==> src/rtl/irq_cc_pkg.sv <==
package irq_cc_pkg;
    localparam int REG_IDX_W = 3;

    typedef enum logic [REG_IDX_W-1:0] {
        RG_L0_STAT = 3'd0,
        RG_L0_MASK = 3'd1,
        RG_L1_STAT = 3'd2,
        RG_L1_MASK = 3'd3,
        RG_MP_STAT = 3'd4,
        RG_MP_MSK0 = 3'd5,
        RG_MP_MSK1 = 3'd6,
        RG_TM_CLR  = 3'd7
    } reg_sel_e;
endpackage

==> src/rtl/irq_local_group.sv <==
module irq_local_group #(
    parameter int SRC_N    = 8,
    parameter int CASC_BIT = 7
) (
    input  logic             clk,
    input  logic             rst_n,
    input  logic [SRC_N-1:0] req,
    input  logic             casc,
    input  logic             mask_we,
    input  logic [SRC_N-1:0] mask_wdata,
    output logic [SRC_N-1:0] status,
    output logic [SRC_N-1:0] mask,
    output logic             irq
);
    logic [SRC_N-1:0] samp_q;

    always_ff @(posedge clk) begin
        if (!rst_n) begin
            samp_q <= '0;
            mask   <= '0;
        end else begin
            samp_q <= req;
            if (mask_we) mask <= mask_wdata;
        end
    end

    // Cascade position takes the folded mappable result, never the raw input.
    for (genvar b = 0; b < SRC_N; b++) begin : g_bit
        if (b == CASC_BIT) begin : g_casc
            assign status[b] = casc;
        end else begin : g_raw
            assign status[b] = samp_q[b];
        end
    end

    assign irq = |(status & mask);
endmodule

==> src/rtl/irq_map_unit.sv <==
module irq_map_unit #(
    parameter int SRC_N  = 8,
    parameter int DEST_N = 2
) (
    input  logic                          clk,
    input  logic                          rst_n,
    input  logic [SRC_N-1:0]              req,
    input  logic [DEST_N-1:0]             mask_we,
    input  logic [SRC_N-1:0]              mask_wdata,
    output logic [SRC_N-1:0]              status,
    output logic [DEST_N-1:0][SRC_N-1:0]  mask,
    output logic [DEST_N-1:0]             casc
);
    always_ff @(posedge clk) begin
        if (!rst_n) status <= '0;
        else        status <= req;
    end

    for (genvar d = 0; d < DEST_N; d++) begin : g_dest
        always_ff @(posedge clk) begin
            if (!rst_n)          mask[d] <= '0;
            else if (mask_we[d]) mask[d] <= mask_wdata;
        end
        assign casc[d] = |(status & mask[d]);
    end
endmodule

==> src/rtl/irq_timer_flags.sv <==
module irq_timer_flags #(
    parameter int TMR_N = 2
) (
    input  logic             clk,
    input  logic             rst_n,
    input  logic [TMR_N-1:0] pulse,
    input  logic             clr_we,
    input  logic [TMR_N-1:0] clr_bits,
    output logic [TMR_N-1:0] flag
);
    for (genvar t = 0; t < TMR_N; t++) begin : g_tmr
        always_ff @(posedge clk) begin
            if (!rst_n)                     flag[t] <= 1'b0;
            else if (pulse[t])              flag[t] <= 1'b1;
            else if (clr_we && clr_bits[t]) flag[t] <= 1'b0;
        end
    end
endmodule

==> src/rtl/irq_cascade_ctrl.sv <==
module irq_cascade_ctrl
    import irq_cc_pkg::*;
#(
    parameter int DATA_W    = 32,
    parameter int ADDR_W    = 5,
    parameter int SRC_N     = 8,
    parameter int TMR_N     = 2,
    parameter int CASC0_BIT = 7,
    parameter int CASC1_BIT = 3
) (
    input  logic              clk,
    input  logic              rst_n,
    input  logic              bus_wr,
    input  logic [ADDR_W-1:0] bus_addr,
    input  logic [DATA_W-1:0] bus_wdata,
    output logic [DATA_W-1:0] bus_rdata,
    input  logic [SRC_N-1:0]  grp0_req,
    input  logic [SRC_N-1:0]  grp1_req,
    input  logic [SRC_N-1:0]  map_req,
    input  logic [TMR_N-1:0]  tmr_pulse,
    output logic [1:0]        cpu_irq,
    output logic [TMR_N-1:0]  tmr_irq
);
    localparam int PAD_W = DATA_W - SRC_N;

    reg_sel_e sel;
    assign sel = reg_sel_e'(bus_addr[REG_IDX_W+1:2]);

    logic [SRC_N-1:0]            l0_stat, l0_mask, l1_stat, l1_mask, mp_stat;
    logic [1:0][SRC_N-1:0]       mp_mask;
    logic [1:0]                  mp_casc;
    logic [1:0]                  mp_we;

    assign mp_we[0] = bus_wr && (sel == RG_MP_MSK0);
    assign mp_we[1] = bus_wr && (sel == RG_MP_MSK1);

    irq_map_unit #(.SRC_N(SRC_N), .DEST_N(2)) u_map (
        .clk(clk), .rst_n(rst_n), .req(map_req),
        .mask_we(mp_we), .mask_wdata(bus_wdata[SRC_N-1:0]),
        .status(mp_stat), .mask(mp_mask), .casc(mp_casc)
    );

    irq_local_group #(.SRC_N(SRC_N), .CASC_BIT(CASC0_BIT)) u_grp0 (
        .clk(clk), .rst_n(rst_n), .req(grp0_req), .casc(mp_casc[0]),
        .mask_we(bus_wr && (sel == RG_L0_MASK)),
        .mask_wdata(bus_wdata[SRC_N-1:0]),
        .status(l0_stat), .mask(l0_mask), .irq(cpu_irq[0])
    );

    irq_local_group #(.SRC_N(SRC_N), .CASC_BIT(CASC1_BIT)) u_grp1 (
        .clk(clk), .rst_n(rst_n), .req(grp1_req), .casc(mp_casc[1]),
        .mask_we(bus_wr && (sel == RG_L1_MASK)),
        .mask_wdata(bus_wdata[SRC_N-1:0]),
        .status(l1_stat), .mask(l1_mask), .irq(cpu_irq[1])
    );

    irq_timer_flags #(.TMR_N(TMR_N)) u_tmr (
        .clk(clk), .rst_n(rst_n), .pulse(tmr_pulse),
        .clr_we(bus_wr && (sel == RG_TM_CLR)),
        .clr_bits(bus_wdata[TMR_N-1:0]),
        .flag(tmr_irq)
    );

    logic [SRC_N-1:0] rd_byte;
    always_comb begin
        unique case (sel)
            RG_L0_STAT: rd_byte = l0_stat;
            RG_L0_MASK: rd_byte = l0_mask;
            RG_L1_STAT: rd_byte = l1_stat;
            RG_L1_MASK: rd_byte = l1_mask;
            RG_MP_STAT: rd_byte = mp_stat;
            RG_MP_MSK0: rd_byte = mp_mask[0];
            RG_MP_MSK1: rd_byte = mp_mask[1];
            RG_TM_CLR:  rd_byte = '0;
            default:    rd_byte = '0;
        endcase
    end

    assign bus_rdata = {{PAD_W{1'b0}}, rd_byte};
endmodule

==> config.mk <==
export PLATFORM = sky130hd
export DESIGN_NAME = irq_cascade_ctrl
export DESIGN_NICKNAME = d
export VERILOG_FILES = /design/src/rtl/irq_cc_pkg.sv /design/src/rtl/irq_local_group.sv /design/src/rtl/irq_map_unit.sv /design/src/rtl/irq_timer_flags.sv /design/src/rtl/irq_cascade_ctrl.sv
export SDC_FILE = /design/constraint.sdc
export NUM_CORES = 1
export LEC_CHECK = 0
export BUFFER_PORTS_ARGS = -buffer_cell sky130_fd_sc_hd__buf_4
export CAP_MARGIN = 20
export CORE_ASPECT_RATIO = 2
export CORE_MARGIN = 2
export CORE_UTILIZATION = 45
export CTS_BUF_LIST = sky130_fd_sc_hd__clkbuf_4
export DETAILED_ROUTE_END_ITERATION = 10
export MAX_ROUTING_LAYER = met4
export PLACE_DENSITY = 0.8
export SYNTH_ARGS = -nofsm -noshare
export SYNTH_HDL_FRONTEND = slang
export SYNTH_SLANG_ARGS = --single-unit
==> constraint.sdc <==
create_clock -name clk -period 2.8 [get_ports clk]
set_input_delay 0 -clock clk [delete_from_list [all_inputs] [get_ports clk]]
set_output_delay 0 -clock clk [all_outputs]
set_load 0.01 [all_outputs]
# After elaboration in Yosys (flattened, before gate mapping)
# Cells that the tools add are included.
# classes
n_eq_ne	7
mux	5
bitwise	4
reduce_logical	14
# ops
op	count
$pmux 8 s8	1
$and 8x8->8	4
$reduce_or 8->1	4
$eq 3x3->1 const B	4
$logic_and 1x1->1	7
$eq 3x2->1 const B	2
$mux 1	4
$reduce_bool 2->1	2
$eq 3x1->1 const B	1
$logic_not 3->1	1
# word_totals
ff_bits	57
inputBits	66
output_inout_bits	36

# Logic depth before layout (Yosys ltp)
# logic_depth
word_depth	5
mapped_depth	6

# Cells and area by module
# From an unflattened synthesis, not the netlist that was laid out.
# unflattened
hier_cells	281
area_unflattened_um2	2783.9
# modules_own_cells
mod	n_inst	cells_per_inst	area_per_inst_um2	seq_area_each_um2
irq_local_group	2	46	534.3	300.3
irq_map_unit	1	78	895.9	480.5
irq_cascade_ctrl	1	103	749.5	0.0
irq_timer_flags	1	8	70.1	40.0

# Worst setup path after synthesis
# Ideal clock, no wire load.
# synth_timing
path_kind	register -> output
startpoint	reg u_map.mask[1] (netlist name)
endpoint	out bus_rdata[1]
t_arrival_ns	0.946
t_required_ns	2.800
setup_slack_ns	1.854
stages_incl_launch_ff	4
cell_sequence	dfxtp_1 > mux4_2 > nand2_1 > o21ai_0
# synth_between
elab_chain_len	1
# synth_lines
element	line	rtl
start, declared	irq_map_unit.sv:11	output logic [DEST_N-1:0][SRC_N-1:0] mask,
start signal, assigned by index	irq_map_unit.sv:22	else if (mask_we[d]) mask[d] <= mask_wdata;
$pmux 8 s8	irq_cascade_ctrl.sv:66	unique case (sel)
end, declared	irq_cascade_ctrl.sv:16	output logic [DATA_W-1:0] bus_rdata,
# Every way passes these cells.

# Worst setup path after layout
# layout_timing
startpoint	reg u_grp0.mask[4]
endpoint	out bus_rdata[4]
# layout_between
elab_chain_len	1
# layout_lines
element	line	rtl
start, declared	irq_local_group.sv:12	output logic [SRC_N-1:0] mask,
start signal, assigned	irq_local_group.sv:23	if (mask_we) mask <= mask_wdata;
$pmux 8 s8	irq_cascade_ctrl.sv:66	
# Every way passes these cells.

==> flow_summary.yaml <==
pwr:
  p_clk_share_pct: 23.8
  power_density_mw_per_mm2: 421
  p_int_w: 0.00105
  power_switching_w: 0.000379
  power.leakage_nw: 1.35
  combPwrFrac_pct: 16.8
  report.power.total_w: 0.00143
  max-vdd-ir-drop_mv: 0.337
  swShare_pct: 26.5
  seqPwrFrac_pct: 59.5
cells_and_area:
  area_growth_syn_to_layout_pct: 23.7
  finalNetCount: 448
  layout.cells.non_filler: 447
  layout-drive-gt1-share_pct: 17.5
  final_util_pct: 57.0
timing:
  fin_setup_tns_ns: 0
  tightest_slew_ns: 0.595
  fmax_mhz: 621
  period_share_pct: 57.5
  finalMaxSlewViolations: 0
  hold_viol: 0
  slew_headroom_pct: 60.1
  setup_violations: 0
  skew_ns: 0
  setup_slack_ns: 1.19
  min_period_ns: 1.61
  rsz0062_at_grt: "no"
run_status:
  outcome: "finished, final reports clean"
min_path:
  worstHoldPathCells: 2
  hold_class: "in2reg"
grt:
  grtUsageTotal_pct: 21.9
  grt_pass1_vias: 2335
  antenna_found_initial: 1
  grt_remaining_overflow: 0
  grt_pass1_wl_um: 10900
  grt_max_degree: 57
synthesis:
  synth_seq_cells: 56
  synth.cell_area_mm2: 0.00275
  ys.flop_type: "dfxtp_1"
  yosysWarnings: 0
  yosysUniqueCellTypes: 37
  synth-edff-count: 0
  synth_async_sr_flop_share_pct: 0
  synth-seq-area-share_pct: 40.8
  syn_area_per_cell_um2: 8.83
  syn_inst: 311
floorplanning:
  start_util_pct: 46.1
  placementRows: 40
  io_pins: 102
  dieWidth_um: 59.2
  die-area_mm2: 0.00678
  fp.dieH_um: 114
  core_mm2: 0.00596
setup_path:
  critPathBufInv: 1
  crit_required_ns: 2.80
  startpoint: "u_grp0.mask[4]$_SDFFE_PN0P_"
  r2r_start: "u_tmr.flag[1]$_SDFFE_PN0P_"
  slowest_delay_ns: 0.45
  crit_family: "multiplexers"
  crit_chain: "mux4_2 -> nand2_1 -> o21ai_0 -> buf_4"
  critPathArrivalTime_ns: 1.61
  cp_max_fo: 3
  worst-r2r-setup-slack_ns: 1.53
  end_kind: "output port"
  critical_path_class: "reg2out"
  crit_slowest_cell: "mux4_2"
  reg2reg_depth: 3
  start_kind: "flip-flop"
  cp.depth: 4
  crit_path_end: "bus_rdata[4]"
  timing.rr.end: "u_tmr.flag[1]$_SDFFE_PN0P_"
placed_design:
  pre_cts_ws_ns: 1.42
  dp_hpwl_um: 4880
  placedCellCount: 404
  gp_routability_congestion: 0.956
  portBuffers: 49
clocking:
  clock_sinks: 56
  h-tree-depth: 2
  clk_path_buf_depth: 2
  ctsRootBufferMaster: "clkbuf_4"
  clock_latency_ns: 0.37
  clkSlewWorstSetupHoldPaths_ns: 0.16
  cts-buffers-inserted: 5
  postCtsSetupBuffers: 0
  cts_tree: "yes"
route:
  routed_wl_um: 6640
  vias: 2360
  drt-vias-per-instance: 5.28
  drt_iter0_markers: 62
  wl_per_cell_um: 14.9
  drc_errors: 0
  drt-pass1-iter-count: 4
  ant_nets: 0
flow_run:
  drv_cap: 0
power groups by stage:
stage | clock (W) | sequential, W | combinational (W)
final | 0.000340 | 0.000850 | 0.000240
after floorplan | 0 | 0.000857 | 0.000150
after detailed placement | 0 | 0.000866 | 0.000199
after global routing | 0.000386 | 0.000854 | 0.000263
after global placement | 0 | 0.000866 | 0.000197
after CTS | 0.000351 | 0.000849 | 0.000238
how the worst min path moves through the flow:
stage,from,endpoint,slack [ns]
finish,rst_n,u_map.mask[7]$_SDFFE_PN0P_,0.06
global route,bus_addr[3],u_map.mask[5]$_SDFFE_PN0P_,0.05
CTS,bus_addr[3],u_map.mask[2]$_SDFFE_PN0P_,0.04
detailed placement,grp0_req[0],u_grp0.samp_q[0]$_SDFF_PN0_,0.21
global placement,grp0_req[0],u_grp0.samp_q[0]$_SDFF_PN0_,0.21
floorplan,grp0_req[0],u_grp0.samp_q[0]$_SDFF_PN0_,0.12
per-layer routing:
layer  wire length (um)  track usage [%]
met5                  0                -
met4                396             15.8
met3                388             3.73
met2               3600             37.2
met1               2260             21.5
synth_stat cells (2+ instances only):
cell,number,share of area (%)
nand2_1,72,9.8
dfxtp_1,56,41
buf_4,29,7.9
and2_1,22,5.0
a21boi_0,21,5.7
a21boi_1,13,3.6
a22oi_1,13,3.6
nor2_1,10,1.4
mux2i_1,9,3.3
a21oi_1,7,1.3
clkbuf_1,7,0.96
buf_2,5,0.91
mux4_2,5,4.1
nand4_1,5,1.1
o21ai_0,5,0.91
a222oi_1,2,0.73
a22o_1,2,0.64
inv_1,2,0.27
nand2b_1,2,0.46
nor2b_1,2,0.46
nor3_2,2,0.73
nor3b_4,2,1.4
o21a_1,2,0.55
o32ai_1,2,0.64
or3_1,2,0.46
placed cells by master, fill, tap and decap left out, types with 2 or more instances in the layout:
master,synthesis,layout
o21a_1,2,2
a21boi_1,13,13
a21boi_0,21,21
nand2_1,72,72
dfxtp_1,56,56
a222oi_1,2,2
nor2_1,10,10
buf_4,29,49
nand4_1,5,5
nor2b_1,2,2
mux2i_1,9,9
mux4_2,5,5
inv_1,2,2
nor3b_4,2,2
dlygate4sd3_1,0,34
a22o_1,2,2
or3_1,2,2
and2_1,22,22
clkbuf_4,0,5
conb_1,1,24
nor3_2,2,2
a21oi_1,7,7
a22oi_1,13,13
o32ai_1,2,2
o21ai_0,5,5
nand2b_1,2,2
area by class of cell:
class,count,area (um2)
Clock buffer,5,37.5
Sequential cell,56,1120
Tap cell,63,78.8
Inverter,2,7.51
Timing Repair Buffer,83,708
Multi-Input combinational cell,234,1420
Clock inverter,3,17.5
Fill cell,532,2560
Antenna cell,1,2.50
cells by family after synthesis:
kind of cell | share of synthesized area (%)
flip-flops | 40.8
multiplexers | 7.38
other | 0.137
AND/OR/NAND/NOR | 22.2
buffers and inverters | 10.5
AO/OA/AOI/OAI | 19.0
repair_timing:
action | 4_1_cts | 5_1_grt
resized for setup | 0 | 0
endpoints found under the setup margin | 0 | 0
hold buffers | 34 | 0
hold endpoints to repair | 56 | 0
sequential cells by signal, summed over array words and instances, names as in the netlist:
name	cells
u_grp0.mask	8
u_grp0.samp_q	7
u_grp1.mask	8
u_grp1.samp_q	7
u_map.mask	16
u_map.status	8
u_tmr.flag	2
per-stage QoR:
| stage | area (um2) | hold slack (ns) |
|---|---|---|
| floorplan | 2830 | 0.122 |
| global placement | 3000 | 0.208 |
| detailed placement | 3000 | 0.208 |
| CTS | 3390 | 0.0403 |
| global route | 3400 | 0.0466 |
| finish | 3400 | 0.0577 |
(Power assumes the default switching activity.)
